**config.mk**
```make
export PLATFORM = sky130hd
export DESIGN_NAME = disp_timing_gen
export DESIGN_NICKNAME = d
export VERILOG_FILES = /design/src/rtl/dtg_pkg.sv /design/src/rtl/dtg_axis.sv /design/src/rtl/dtg_regs.sv /design/src/rtl/disp_timing_gen.sv
export SDC_FILE = /design/constraint.sdc
export NUM_CORES = 1
export LEC_CHECK = 0
export BUFFER_PORTS_ARGS = -buffer_cell sky130_fd_sc_hd__clkbuf_2
export CORE_UTILIZATION = 55
export CTS_CLUSTER_DIAMETER = 120
export DETAILED_ROUTE_END_ITERATION = 7
export HOLD_SLACK_MARGIN = 0.08
export MAX_ROUTING_LAYER = met4
export PLACE_DENSITY = 0.74
export SETUP_SLACK_MARGIN = 0.2
export SLEW_MARGIN = 5
export SYNTH_ARGS = -nofsm -noshare
export SYNTH_HDL_FRONTEND = slang
export SYNTH_SLANG_ARGS = --single-unit
```
**constraint.sdc**
```tcl
create_clock -name clk -period 7.62 [get_ports clk]
set_input_delay 1.524 -clock clk [delete_from_list [all_inputs] [get_ports clk]]
set_output_delay 1.524 -clock clk [all_outputs]
set_load 0.02 [all_outputs]
```
**src/rtl/dtg_pkg.sv**
```systemverilog
package dtg_pkg;

   localparam int unsigned MAX_CW = 16;
   localparam int unsigned MAX_PW = 8;

   // geometry of one scan axis, widths at their maximum
   typedef struct packed {
      logic [MAX_CW-1:0] act;
      logic [MAX_PW-1:0] fp;
      logic [MAX_PW-1:0] sw;
      logic [MAX_PW-1:0] bp;
   } axis_cfg_t;

   // control word; sw_rst is bit 0
   typedef struct packed {
      logic inv_pclk;
      logic inv_de;
      logic inv_vs;
      logic inv_hs;
      logic sw_rst;
   } ctrl_t;

   typedef enum logic [3:0] {
      RA_CTRL     = 4'd0,
      RA_CTRL_SET = 4'd1,
      RA_CTRL_CLR = 4'd2,
      RA_SIZE     = 4'd3,
      RA_HTIM     = 4'd4,
      RA_VTIM     = 4'd5,
      RA_DISP     = 4'd6,
      RA_LAYER    = 4'd7,
      RA_BASE     = 4'd8,
      RA_STAT     = 4'd9,
      RA_IEN      = 4'd10
   } reg_addr_e;

endpackage

```
**src/rtl/dtg_axis.sv**
```systemverilog
module dtg_axis
   import dtg_pkg::*;
(
   input  logic      clk,
   input  logic      rst_n,
   input  logic      run,
   input  logic      step,
   input  axis_cfg_t cfg,
   output logic      wrap,
   output logic      in_act,
   output logic      in_sync
);

   localparam int unsigned TW = MAX_CW + 2;

   logic [TW-1:0] cnt_q;
   logic [TW-1:0] b_act, b_fp, b_sw, b_tot;

   // region boundaries: visible, front porch, sync, back porch
   always_comb begin
      b_act = TW'(cfg.act);
      b_fp  = b_act + TW'(cfg.fp);
      b_sw  = b_fp  + TW'(cfg.sw);
      b_tot = b_sw  + TW'(cfg.bp);
   end

   assign wrap    = (cnt_q == b_tot - TW'(1));
   assign in_act  = (cnt_q < b_act);
   assign in_sync = (cnt_q >= b_fp) && (cnt_q < b_sw);

   always_ff @(posedge clk or negedge rst_n) begin
      if (!rst_n)
         cnt_q <= '0;
      else if (!run)
         cnt_q <= '0;
      else if (step)
         cnt_q <= wrap ? '0 : cnt_q + TW'(1);
   end

endmodule

```
**src/rtl/dtg_regs.sv**
```systemverilog
module dtg_regs
   import dtg_pkg::*;
#(
   parameter int unsigned CW       = 12,
   parameter int unsigned PW       = 8,
   parameter int unsigned AW       = 32,
   parameter int unsigned DEF_HACT = 8,
   parameter int unsigned DEF_HFP  = 2,
   parameter int unsigned DEF_HSW  = 2,
   parameter int unsigned DEF_HBP  = 2,
   parameter int unsigned DEF_VACT = 4,
   parameter int unsigned DEF_VFP  = 1,
   parameter int unsigned DEF_VSW  = 1,
   parameter int unsigned DEF_VBP  = 2
) (
   input  logic          clk,
   input  logic          rst_n,
   input  logic          wr,
   input  logic [3:0]    addr,
   input  logic [31:0]   wdata,
   output logic [31:0]   rdata,
   input  logic          frame_end,
   input  logic          vblank_evt,
   output axis_cfg_t     hcfg,
   output axis_cfg_t     vcfg,
   output ctrl_t         ctrl,
   output logic          disp_on,
   output logic [AW-1:0] live_base,
   output logic          live_en,
   output logic          stat,
   output logic          ien
);

   localparam axis_cfg_t H_RST = '{act: MAX_CW'(DEF_HACT), fp: MAX_PW'(DEF_HFP),
                                   sw: MAX_PW'(DEF_HSW),   bp: MAX_PW'(DEF_HBP)};
   localparam axis_cfg_t V_RST = '{act: MAX_CW'(DEF_VACT), fp: MAX_PW'(DEF_VFP),
                                   sw: MAX_PW'(DEF_VSW),   bp: MAX_PW'(DEF_VBP)};

   ctrl_t         ctrl_q;
   axis_cfg_t     hcfg_q, vcfg_q;
   logic          disp_q;
   logic          shd_en_q, pend_q, live_en_q;
   logic [AW-1:0] shd_base_q, live_base_q;
   logic          stat_q, ien_q;
   reg_addr_e     wa;

   assign wa = reg_addr_e'(addr);

   always_ff @(posedge clk or negedge rst_n) begin
      if (!rst_n) begin
         ctrl_q      <= '0;
         hcfg_q      <= H_RST;
         vcfg_q      <= V_RST;
         disp_q      <= 1'b0;
         shd_en_q    <= 1'b0;
         pend_q      <= 1'b0;
         live_en_q   <= 1'b0;
         shd_base_q  <= '0;
         live_base_q <= '0;
         stat_q      <= 1'b0;
         ien_q       <= 1'b0;
      end else begin
         // frame-boundary transfer of the shadowed layer state
         if (ctrl_q.sw_rst) begin
            live_en_q <= 1'b0;
            pend_q    <= 1'b0;
         end else if (frame_end) begin
            live_en_q <= shd_en_q;
            if (pend_q && shd_en_q) begin
               live_base_q <= shd_base_q;
               pend_q      <= 1'b0;
            end
         end

         if (wr) begin
            case (wa)
               RA_CTRL:     ctrl_q <= ctrl_t'(wdata[4:0]);
               RA_CTRL_SET: ctrl_q <= ctrl_t'(ctrl_q | wdata[4:0]);
               RA_CTRL_CLR: ctrl_q <= ctrl_t'(ctrl_q & ~wdata[4:0]);
               RA_SIZE: begin
                  hcfg_q.act <= MAX_CW'(wdata[CW-1:0]);
                  vcfg_q.act <= MAX_CW'(wdata[16+CW-1:16]);
               end
               RA_HTIM: begin
                  hcfg_q.fp <= MAX_PW'(wdata[PW-1:0]);
                  hcfg_q.sw <= MAX_PW'(wdata[8+PW-1:8]);
                  hcfg_q.bp <= MAX_PW'(wdata[16+PW-1:16]);
               end
               RA_VTIM: begin
                  vcfg_q.fp <= MAX_PW'(wdata[PW-1:0]);
                  vcfg_q.sw <= MAX_PW'(wdata[8+PW-1:8]);
                  vcfg_q.bp <= MAX_PW'(wdata[16+PW-1:16]);
               end
               RA_DISP:  disp_q <= wdata[0];
               RA_LAYER: begin
                  shd_en_q <= wdata[0];
                  if (wdata[1]) pend_q <= 1'b1;
               end
               RA_BASE: shd_base_q <= wdata[AW-1:0];
               RA_STAT: if (wdata[0]) stat_q <= 1'b0;
               RA_IEN:  ien_q <= wdata[0];
               default: ;
            endcase
         end

         // a new blanking event wins over a same-cycle clear
         if (ctrl_q.sw_rst)
            stat_q <= 1'b0;
         else if (vblank_evt)
            stat_q <= 1'b1;
      end
   end

   always_comb begin
      rdata = '0;
      case (wa)
         RA_CTRL, RA_CTRL_SET, RA_CTRL_CLR: rdata = {27'd0, ctrl_q};
         RA_SIZE:  rdata = {vcfg_q.act, hcfg_q.act};
         RA_HTIM:  rdata = {8'd0, hcfg_q.bp, hcfg_q.sw, hcfg_q.fp};
         RA_VTIM:  rdata = {8'd0, vcfg_q.bp, vcfg_q.sw, vcfg_q.fp};
         RA_DISP:  rdata = {31'd0, disp_q};
         RA_LAYER: rdata = {30'd0, pend_q, shd_en_q | live_en_q};
         RA_BASE:  rdata = 32'(shd_base_q);
         RA_STAT:  rdata = {31'd0, stat_q};
         RA_IEN:   rdata = {31'd0, ien_q};
         default:  rdata = '0;
      endcase
   end

   assign hcfg      = hcfg_q;
   assign vcfg      = vcfg_q;
   assign ctrl      = ctrl_q;
   assign disp_on   = disp_q;
   assign live_base = live_base_q;
   assign live_en   = live_en_q;
   assign stat      = stat_q;
   assign ien       = ien_q;

endmodule

```
**src/rtl/disp_timing_gen.sv**
```systemverilog
module disp_timing_gen
   import dtg_pkg::*;
#(
   parameter int unsigned CW       = 12,
   parameter int unsigned PW       = 8,
   parameter int unsigned AW       = 32,
   parameter int unsigned OUT_REG  = 0,
   parameter int unsigned DEF_HACT = 8,
   parameter int unsigned DEF_HFP  = 2,
   parameter int unsigned DEF_HSW  = 2,
   parameter int unsigned DEF_HBP  = 2,
   parameter int unsigned DEF_VACT = 4,
   parameter int unsigned DEF_VFP  = 1,
   parameter int unsigned DEF_VSW  = 1,
   parameter int unsigned DEF_VBP  = 2
) (
   input  logic          clk,
   input  logic          rst_n,
   input  logic          reg_wr,
   input  logic [3:0]    reg_addr,
   input  logic [31:0]   reg_wdata,
   output logic [31:0]   reg_rdata,
   output logic          hsync_o,
   output logic          vsync_o,
   output logic          de_o,
   output logic          pix_valid_o,
   output logic          pclk_inv_o,
   output logic [AW-1:0] fb_base_o,
   output logic          layer_live_o,
   output logic          irq_o
);

   // elaboration-time parameter checks
   if (CW < 2 || CW > MAX_CW) begin : g_bad_cw
      $error("disp_timing_gen: CW out of range");
   end
   if (PW < 1 || PW > MAX_PW) begin : g_bad_pw
      $error("disp_timing_gen: PW out of range");
   end
   if (AW < 1 || AW > 32) begin : g_bad_aw
      $error("disp_timing_gen: AW out of range");
   end
   if (OUT_REG > 1) begin : g_bad_oreg
      $error("disp_timing_gen: OUT_REG must be 0 or 1");
   end

   axis_cfg_t hcfg, vcfg;
   ctrl_t     ctrl;
   logic      disp_on, live_en, stat, ien;
   logic      sw_rst, inv_hs, inv_vs, inv_de;
   logic      run, frame_end, vblank_evt;
   logic      h_wrap, h_act, h_syn;
   logic      v_wrap, v_act, v_syn, v_act_q;
   logic      de_raw, hs_raw, vs_raw, pv_raw;

   assign sw_rst = ctrl.sw_rst;
   assign inv_hs = ctrl.inv_hs;
   assign inv_vs = ctrl.inv_vs;
   assign inv_de = ctrl.inv_de;

   dtg_regs #(
      .CW(CW), .PW(PW), .AW(AW),
      .DEF_HACT(DEF_HACT), .DEF_HFP(DEF_HFP), .DEF_HSW(DEF_HSW), .DEF_HBP(DEF_HBP),
      .DEF_VACT(DEF_VACT), .DEF_VFP(DEF_VFP), .DEF_VSW(DEF_VSW), .DEF_VBP(DEF_VBP)
   ) u_regs (
      .clk        (clk),
      .rst_n      (rst_n),
      .wr         (reg_wr),
      .addr       (reg_addr),
      .wdata      (reg_wdata),
      .rdata      (reg_rdata),
      .frame_end  (frame_end),
      .vblank_evt (vblank_evt),
      .hcfg       (hcfg),
      .vcfg       (vcfg),
      .ctrl       (ctrl),
      .disp_on    (disp_on),
      .live_base  (fb_base_o),
      .live_en    (live_en),
      .stat       (stat),
      .ien        (ien)
   );

   assign run = disp_on & ~sw_rst;

   dtg_axis u_hax (
      .clk(clk), .rst_n(rst_n), .run(run), .step(1'b1), .cfg(hcfg),
      .wrap(h_wrap), .in_act(h_act), .in_sync(h_syn)
   );

   dtg_axis u_vax (
      .clk(clk), .rst_n(rst_n), .run(run), .step(h_wrap), .cfg(vcfg),
      .wrap(v_wrap), .in_act(v_act), .in_sync(v_syn)
   );

   assign frame_end = run & h_wrap & v_wrap;

   // falling edge of the vertical visible region marks front-porch entry
   always_ff @(posedge clk or negedge rst_n) begin
      if (!rst_n) v_act_q <= 1'b1;
      else        v_act_q <= v_act;
   end
   assign vblank_evt = run & v_act_q & ~v_act;

   assign de_raw = run & h_act & v_act;
   assign hs_raw = run & h_syn;
   assign vs_raw = run & v_syn;
   assign pv_raw = de_raw & live_en;

   if (OUT_REG != 0) begin : g_out_reg
      always_ff @(posedge clk or negedge rst_n) begin
         if (!rst_n) begin
            hsync_o     <= 1'b0;
            vsync_o     <= 1'b0;
            de_o        <= 1'b0;
            pix_valid_o <= 1'b0;
         end else begin
            hsync_o     <= hs_raw ^ inv_hs;
            vsync_o     <= vs_raw ^ inv_vs;
            de_o        <= de_raw ^ inv_de;
            pix_valid_o <= pv_raw;
         end
      end
   end else begin : g_out_comb
      assign hsync_o     = hs_raw ^ inv_hs;
      assign vsync_o     = vs_raw ^ inv_vs;
      assign de_o        = de_raw ^ inv_de;
      assign pix_valid_o = pv_raw;
   end

   assign pclk_inv_o   = ctrl.inv_pclk;
   assign layer_live_o = live_en;
   assign irq_o        = stat & ien;

endmodule

```
# Word level (Yosys, flattened, before mapping)
# Cells that the tools add are included.
dict set report op_classes {
  add_sub_neg 10
  n_lt_le_gt_ge 6
  n_eq_ne 13
  mux 20
  bitwise 20
  n_reduce_logical 20
}
# cell count
set op_table {}
lappend op_table {{32-bit one-hot mux with 9 select lines} 1}
lappend op_table {{18-bit 2-to-1 mux} 5}
lappend op_table {{18-bit by 8-bit adder with 18-bit output} 4}
lappend op_table {{18-bit by 1-bit adder with 18-bit output (second input constant)} 2}
lappend op_table {{18-bit equality test} 2}
lappend op_table {{18-bit greater-or-equal comparator} 2}
lappend op_table {{18-bit by 12-bit less-than comparator with 1-bit output} 2}
lappend op_table {{18-bit less-than comparator} 2}
lappend op_table {{18-bit by 1-bit subtractor with 18-bit output (second input constant)} 2}
lappend op_table {{12-bit by 8-bit adder with 13-bit output} 2}
lappend op_table {{4-bit by 3-bit equality test with 1-bit output (second input constant)} 4}
lappend op_table {{2-bit AND reduction} 8}
lappend op_table {{5-bit one-hot mux with 3 select lines} 1}
lappend op_table {{1-bit 2-to-1 mux} 13}
lappend op_table {{4-bit equality test (second input constant)} 3}
lappend op_table {{3-bit nonzero test} 4}
lappend op_table {{1-bit AND} 11}
lappend op_table {{4-bit by 2-bit equality test with 1-bit output (second input constant)} 2}
lappend op_table {{3-bit AND reduction} 2}
lappend op_table {{5-bit AND} 1}
lappend op_table {{5-bit NOT} 1}
lappend op_table {{5-bit bitwise OR} 1}
lappend op_table {{4-bit by 1-bit equality test with 1-bit output (second input constant)} 1}
lappend op_table {{4-bit logical NOT} 1}
lappend op_table {{7 further kinds} 12}
dict set report totals {
  regBits 184
  input_bits 39
  output_inout_bits 71
  word_cells 113
}

# Depth between registers and ports, before layout
# Gate-level depths: netlist (run 1).
dict set report logic_depth {
  ltp_word 12
  depth_mapped 31
  mapped_depth_nobuf 29
}

# Cells and area by module
# From an unflattened synthesis (run 1), not the netlist that was laid out.
dict set report hier_totals {
  cells_unflattened 1666
  area_unflattened_um2 16067.9
}
# mod n_inst cells_each area_per_inst_um2 seq_area_each_um2
set modules_own_cells {}
lappend modules_own_cells {dtg_regs 1 474 6553.8 3688.5}
lappend modules_own_cells {{dtg_axis (u_hax)} 1 611 4794.6 450.4}
lappend modules_own_cells {{dtg_axis (u_vax)} 1 567 4600.7 450.4}
lappend modules_own_cells {disp_timing_gen 1 14 118.9 26.3}

# Worst setup path after synthesis (run 1)
# OpenSTA, ideal clock, no wires.
dict set report synth_timing {
  path_kind {reg-to-reg}
  startpoint {register u_regs.vcfg_q, in the netlist u_regs.vcfg[16]}
  endpoint {register u_regs.live_base_q[4] (netlist: u_regs.live_base[4])}
  setup_time_ns 0.125
  t_arrival_ns 6.076
  required_time_ns 7.495
  slack_ns 1.419
  path_stages_with_launch 31
  n_path_buf 3
  synth_period_minus_slack_ns 6.201
  path_cell_list {dfstp_2 -> ha_1 -> inv_1 -> fa_1 -> nor2b_1 -> o21a_2 -> a21oi_1 -> ha_1 -> nand3_1 -> o22ai_1 -> o21ai_0 -> nand2b_1 -> a21oi_1 -> xor2_1 -> ha_1 -> inv_1 -> ha_1 -> o21a_1 -> o22ai_1 -> a21oi_1 -> clkbuf_1 -> a21boi_0 -> o21ai_1 -> a2111oi_1 -> or4_4 -> a2111oi_4 -> and3_1 -> and3_1 -> buf_4 -> buf_6 -> mux2_2}
}
dict set report synth_via {
  elab_chain_len 7
}
# item line_no
set synth_rtl {}
lappend synth_rtl {{start: declaration} dtg_regs.sv:40} ;# axis_cfg_t hcfg_q, vcfg_q;
lappend synth_rtl {{12-bit by 8-bit adder with 13-bit output} dtg_axis.sv:22} ;# b_fp = b_act + TW'(cfg.fp);
lappend synth_rtl {{18-bit by 8-bit adder with 18-bit output} dtg_axis.sv:23} ;# b_sw = b_fp + TW'(cfg.sw);
lappend synth_rtl {{18-bit by 8-bit adder with 18-bit output} dtg_axis.sv:24} ;# b_tot = b_sw + TW'(cfg.bp);
lappend synth_rtl {{18-bit by 1-bit subtractor with 18-bit output} dtg_axis.sv:27} ;# assign wrap = (cnt_q == b_tot - TW'(1));
lappend synth_rtl {{18-bit equality test} dtg_axis.sv:27}
lappend synth_rtl {{1-bit AND} disp_timing_gen.sv:96} ;# assign frame_end = run & h_wrap & v_wrap;
lappend synth_rtl {{3-bit AND reduction (no source line)} --}
lappend synth_rtl {{end signal: assignment} dtg_regs.sv:70} ;# live_base_q <= shd_base_q;
lappend synth_rtl {{end: declaration} dtg_regs.sv:43} ;# logic [AW-1:0] shd_base_q, live_base_q;
# No other way between the ends.
# A chain may end at the register's enable or synchronous reset.

# Worst setup path after layout (run 1)
dict set report layout_timing {
  startpoint {register u_regs.vcfg_q, in the netlist u_regs.vcfg[16]}
  endpoint {output vsync_o}
}
dict set report layout_via {
  elab_chain_len 6
  elab_cells_between_ends 7
  classes_between {add/sub (2); order compare (2); bitwise (2); reduce/logical (1)}
}
# item line_no
set layout_rtl {}
lappend layout_rtl {{12-bit by 8-bit adder with 13-bit output (*)} dtg_axis.sv:22}
lappend layout_rtl {{18-bit by 8-bit adder with 18-bit output} dtg_axis.sv:23}
lappend layout_rtl {{18-bit less-than comparator} dtg_axis.sv:29} ;# assign in_sync = (cnt_q >= b_fp) && (cnt_q < b_sw);
lappend layout_rtl {{1-bit logical AND (*)} dtg_axis.sv:29}
lappend layout_rtl {{1-bit AND (*)} disp_timing_gen.sv:107} ;# assign vs_raw = run & v_syn;
lappend layout_rtl {{1-bit bitwise XOR (*)} disp_timing_gen.sv:126} ;# assign vsync_o = vs_raw ^ inv_vs;
lappend layout_rtl {{end: declaration} disp_timing_gen.sv:24} ;# output logic vsync_o,
# Every way passes the cells marked *; elsewhere a longest branch is shown, timed or not.

==> run summary, run 1 <==
Largest net degree at the start of global routing: 123
Die area: 0.0260 mm^2
Flop2flop setup slack: 0.76 ns
Fin crit share: 0.910
FF-to-FF Start: u_regs.vcfg[16]
Syn Area/Cell: 9.78 um^2
Endpoint, Worst Hold: u_regs.live_base[26]
Critical Path RT: 6.10 ns
Critical Path End Type: output port
VDD IR-drop max: 0.000303 V
Min-delay src: u_regs.live_base[26]
Worst-Skew Late Latency: 0.44 ns
Worst-path maximum fanout: 6
Startpoint Class: flip-flop
CTS tree: built
EDFF count, synth: 0
Pwr Total: 7.47 mW
Clock Pin Slew Worst Setup and Hold Paths: 0.08 ns
Setup TNS Final: 0 ns
Most frequent cells in the layout: dfrtp_1, ha_1, mux2_2
Syn-to-layout area delta: 10.5%
MaxCap Viol Count: 0
Clock sink count: 184
Drt wl/cell: 20.3 um
Gr ovfl total: 0
Final GP Congestion: 0.955
Kind of critical path: flip-flop to output port
Root Buffer: clkbuf_16
#FFs+latches synth: 184
Remaining DRCs: 0
Worst hold path cell count: 1
FP Rows: 57
Yosys cell types: 94
N_diodes: 0
Worst slew margin: 0.177
Hpwl dp: 28600 um
Hold_buf cts: 0
Fmax: 144 MHz
FF-to-FF End: u_regs.live_base[10]
RSZ-0062 raised after global routing: no
Predominant post-synthesis flop cell: dfrtp_1
DR vias/cell: 6.15
Vias in the first global route: 10800
TritonCTS buffer count: 17
ANT nets after route: 0
Worst reg2reg path depth: 29
Commonest non-fill, non-tap cell in the layout: dfrtp_1
Pre-antenna DRT Iters: 5
Total I/O pin count: 110
Vias: 11400
Initial Utilization: 0.567
1st-iter DRT viols: 936
Clk buf depth: 2
Status: completed
Ys async rst share: 1.00
Synth Instances: 1426
Warnings, synthesis: 0
Share of post-route cells with drive strength above 1: 0.218
Clock Skew: 0.0233 ns
Register area share after synthesis: 0.331
NumNets Final: 1698
Global-route wire length before repair: 60100 um
Worst Tran Pin Value: 1.23 ns
Final hold violation count: 0
Slew Limit Fails: 0
Die Width: 161 um
GRT Overall Usage: 0.304
CORE AREA: 0.0246 mm^2
LEAKAGE: 7.51 nW
Initial antenna violation count: 0
HP Class: flip-flop to flip-flop
Min Tclk post-route: 6.94 ns
Die span in y: 161 um
# setup viols final: 0
Final design utilization: 0.626
H-tree Lvls: 4
Crit path DAT: 5.41 ns
Synthesized area: 0.0139 mm^2
Routed Wire Length: 37800 um
Power Dens Cells: 484 mW/mm^2
Port bufs: 109
-- per-stage QoR --
| step | worst slack [ns] | std cells | instance area (um^2) | hold WS, ns |
|---|---|---|---|---|
| finish | 0.684 | 1859 | 15400 | 0.493 |
| detailed placement | 0.570 | 1827 | 14800 | 0.473 |
| CTS | 0.562 | 1859 | 15400 | 0.498 |
| floorplan | 1.42 | 1431 | 14000 | 0.473 |
| global route | 0.240 | 1859 | 15400 | 0.510 |
| global placement | 0.782 | 1827 | 14800 | 0.469 |
-- logic make-up (layout without fill, tap and decap cells) --
group | count (synthesis) | count (layout) | share of synthesized area
AOI/OAI and AO/OA | 351 | 351 | 0.185
xor gates and xnor gates | 100 | 100 | 0.0650
adders and majority gates | 141 | 141 | 0.129
buffers and inverters | 165 | 269 | 0.0476
DFF | 184 | 184 | 0.331
muxes | 151 | 151 | 0.121
other | 1 | 6 | 0.000269
and+or+nand+nor | 333 | 333 | 0.121
-- critical path: stages (launching register included) --
cell and delay, ns:
dfstp_2 0.55, ha_1 0.21, inv_1 0.07, fa_1 0.41
nor2b_1 0.19, o21a_2 0.24, a21oi_1 0.08, ha_1 0.33
nand3_1 0.10, o22ai_1 0.12, or3_1 0.32, nand2_1 0.10
ha_1 0.25, a21oi_1 0.13, o21ai_0 0.10, maj3_1 0.36
a21o_1 0.19, a21oi_1 0.26, maj3_1 0.22, maj3_1 0.20
o211a_1 0.18, xor2_1 0.20, clkbuf_2 0.21
-- repair_timing --
item,CTS,global route
endpoints found under the hold margin,0,0
resized for setup,0,1
endpoints found under the setup margin,0,32
buffers inserted,0,0
-- power by group --
group	internal, mW	switching (mW)	total, mW
combinational	2.28	2.97	5.24
clock	0.442	0.454	0.895
sequential	1.12	0.203	1.33
-- cell usage after synthesis, drive strengths merged (35+ instances only) --
cell      n  area share
clkbuf   36      0.0097
a21oi    61       0.022
ha      131        0.12
xor2     36       0.023
nand3    36       0.013
mux2    140        0.11
nor2     63       0.017
a22oi    50       0.027
o21ai    61       0.022
dfrtp   175        0.31
xnor2    64       0.042
inv     113       0.030
a21o     35       0.019
nand2    88       0.024
-- worst max path at each step --
stage / slack (ns) / from / endpoint
floorplan: 1.42 / u_regs.vcfg[16] / u_regs.live_base[4]
global placement: 0.78 / u_regs.vcfg[16] / u_regs.live_base[8]
CTS: 0.56 / u_regs.vcfg[16] / u_regs.live_base[17]
global route: 0.24 / u_regs.vcfg[16] / u_regs.live_base[17]
detailed placement: 0.57 / u_regs.vcfg[16] / u_regs.live_base[10]
finish: 0.68 / u_regs.vcfg[16] / vsync_o
-- cell type report --
type | count | area (um^2)
inverters | 113 | 424
fillers | 2041 | 9190
flip-flops and latches | 184 | 4620
well taps | 324 | 405
repair buffers | 124 | 679
multi-input cells | 1082 | 8710
clock buffers | 18 | 429
clock inverters | 14 | 151
-- state kept, by name, indices dropped and copies added, names as in the netlist --
register and count:
u_regs.live_base 32, u_regs.ctrl 5, u_regs.live_en 1, u_regs.stat 1, u_regs.disp_on 1, u_regs.pend_q 1, u_regs.ien 1, u_vax.cnt_q 18
u_regs.shd_en_q 1, u_regs.hcfg 36, v_act_q 1, u_regs.vcfg 36, u_regs.shd_base_q 32, u_hax.cnt_q 18
-- routing by layer --
metal,up-vias,track usage,share of wire
li1,5394,-,-
met5,-,-,0
met2,408,0.447,0.44
met4,0,0.0652,0.017
met3,38,0.0460,0.070
met1,5597,0.442,0.48
Note: power is estimated with default switching activity, not from simulation.
==> run 2, diff against run 1 <==
Settings changed: ABC_AREA from default to 1.
==> run summary, run 2 <==
Clock Skew: 0.0269 ns (+0.00356 ns)
Initial Utilization: 0.563 (-0.00372)
Status: completed
Die Width: 163 um (+0.96%)
Syn-to-layout area delta: 10.3%
# setup viols final: 0 (unchanged)
Placed Area: 0.0150 mm^2 (+1.4%)
Synth Instances: 1981 (+39%)
Count leader, synth: nand2_1
Yosys cell types: 57 (-39%)
Post-CTS resize count: 0 (unchanged)
Hpwl dp: 32800 um (+15%)
Gr ovfl total: 0 (unchanged)
Power Dens Cells: 397 mW/mm^2 (-18%)
Fmax: 152 MHz (+5.4%)
Worst-Skew Late Latency: 0.45 ns (about the same)
VDD IR-drop max: 0.000616 V (+100%)
CORE AREA: 0.0253 mm^2 (+2.6%)
Die span in y: 163 um (+0.96%)
NumNets Final: 2249 (+32%)
Commonest non-fill, non-tap cell in the layout: nand2_1
Worst-path maximum fanout: 4 (-2)
Slew Limit Fails: 0 (unchanged)
LEAKAGE: 8.28 nW (+10%)
Final GP Congestion: 0.977 (+2.3%)
Fin crit share: 0.863 (-0.0468)
# fillers: 2314 (+13%)
Die area: 0.0265 mm^2 (+1.9%)
Syn Area/Cell: 7.18 um^2 (-27%)
FP Rows: 58 (+1.8%)
Place WS: 1.31 ns (+0.744 ns)
Share of post-route cells with drive strength above 1: 0.115 (-0.103)
1st-iter DRT viols: 1232 (+32%)
Hold_buf cts: 0 (unchanged)
Final hold violation count: 0 (unchanged)
GRT Overall Usage: 0.336 (+0.0322)
Pre-antenna DRT Iters: 6 (+1)
#FFs+latches synth: 184 (unchanged)
Top cell type's share of synthesized area: 0.308 (-0.00605)
Crit path DAT: 5.06 ns (-0.35 ns)
Clock sink count: 184 (unchanged)
Kind of critical path: flip-flop to output port
Pwr Total: 6.23 mW (-17%)
Critical Path RT: 6.10 ns (about the same)
Initial antenna violation count: 1 (+1)
Total I/O pin count: 110 (unchanged)
Port bufs: 109 (unchanged)
ANT nets after route: 0 (unchanged)
Remaining DRCs: 0 (unchanged)
CTS tree: built
Predominant post-synthesis flop cell: dfrtp_1
MaxCap Viol Count: 0 (unchanged)
Synth area leader: dfrtp_1
Drt wl/cell: 17.4 um (-15%)
DR vias/cell: 5.64 (-8.3%)
Synthesized area: 0.0142 mm^2 (+2.0%)
Global-route wire length before repair: 67300 um (+12%)
Vias: 13600 (+19%)
Final worst slack: 1.04 ns (+0.356 ns)
H-tree Lvls: 4 (unchanged)
Worst slew margin: 0.267 (+0.0908)
Worst Tran Pin Value: 1.09 ns (-0.137 ns)
Final design utilization: 0.621 (-0.00546)
Warnings, synthesis: 0 (unchanged)
RSZ-0062 raised after global routing: no
Buffer count from post-CTS setup fixing: 0 (unchanged)
Startpoint Class: flip-flop
Multi-input gate area: 0.00833 mm^2 (-4.4%)
Ys async rst share: 1.00 (unchanged)
Critical Path End Type: output port
Most frequent cells in the layout: nand2_1, inv_1, dfrtp_1
TritonCTS buffer count: 17 (unchanged)
Clk buf depth: 2 (unchanged)
Register area share after synthesis: 0.325 (-0.00638)
Clock Pin Slew Worst Setup and Hold Paths: 0.08 ns (about the same)
Synth top cells by count: nand2_1, inv_1, dfrtp_1, o21ai_0, ha_1
HP Class: flip-flop to flip-flop
Largest net degree at the start of global routing: 120 (-2.4%)
Setup TNS Final: 0 ns (unchanged)
Fin area: 0.0157 mm^2 (+1.7%)
Min Tclk post-route: 6.58 ns (-0.356 ns)
Synth area leaders: dfrtp_1, nand2_1, ha_1, inv_1, o21ai_0
Sequential Area: 0.00462 mm^2 (unchanged)
Vias in the first global route: 12900 (+18%)
EDFF count, synth: 0 (unchanged)
Root Buffer: clkbuf_16
Routed Wire Length: 42000 um (+11%)
## run 2: path summary, 6_finish.rpt
| kind | slack (ns) | cells after the start | end | startpoint |
|---|---|---|---|---|
| worst max-delay path | 1.04 | 24 | vsync_o | u_regs.vcfg[16] |
| worst min-delay path | 0.48 | 2 | u_regs.live_base[29] | u_regs.live_base[29] |
| worst max register to register | 1.23 | 36 | u_regs.live_base[25] | u_regs.hcfg[24] |
| worst min register to register | 0.48 | 2 | u_regs.live_base[29] | u_regs.live_base[29] |
| max in group asynchronous | 4.92 | 2 | u_hax.cnt_q[14] | rst_n |
| min in group asynchronous | 1.21 | 1 | u_regs.live_base[5] | rst_n |
## run 2: logic make-up (layout without fill, tap and decap cells)
family          count (synthesis)  count (layout)  synth area share
simple gates                  971             971             0.297
buf+inv                       330             430            0.0914
compound gates                291             291             0.122
flops                         184             184             0.325
fa+ha+maj                     137             137             0.124
xor+xnor                       67              67            0.0413
other cells                     1               7          0.000264
## run 2: power breakdown
| part | internal (mW) | switching [mW] | total [mW] |
|---|---|---|---|
| Clock | 0.465 | 0.501 | 0.966 |
| Combinational | 1.53 | 2.47 | 4.00 |
| Sequential | 1.11 | 0.161 | 1.27 |
| Total | 3.10 | 3.13 | 6.23 |
## run 2: cell type report
class	instances	area share
Tap cell	330	0.0263
Multi-Input combinational cell	1472	0.531
Sequential cell	184	0.294
Inverter	279	0.0668
Timing Repair Buffer	119	0.0401
Antenna cell	1	0.000160
Clock buffer	17	0.0271
Clock inverter	15	0.0143
## run 2: metal layers
metal,wire (um),track usage,share of wire,vias up
li1,-,-,-,6668
met1,18500,0.453,0.44,6410
met2,19300,0.526,0.46,487
met3,2730,0.0392,0.065,77
met4,1390,0.112,0.033,0
met5,0,-,0,-
## run 2: metrics by stage
stage                     instances  hold WS [ns]
after floorplan                1986         0.453
after global placement         2384         0.456
after detailed placement       2384         0.458
after CTS                      2416         0.481
after global routing           2417         0.502
final                          2417         0.479
## run 2: critical path, cell delays in order, from the launching register on
cell and delay [ns]:
dfstp_2 0.55, ha_1 0.19, inv_1 0.07, fa_1 0.39
xnor2_1 0.28, ha_1 0.34, nand3_1 0.10, nand3_1 0.17
a21oi_1 0.19, o21ai_0 0.10, xor2_1 0.34, ha_1 0.23
nand4_1 0.10, o221a_2 0.26, o21ai_0 0.23, a21o_1 0.17
a21oi_1 0.06, o21ai_0 0.20, a21oi_1 0.07, o21bai_1 0.13
nand2_1 0.08, nand2_1 0.06, nand2_1 0.05, nand2_1 0.06
clkbuf_2 0.17
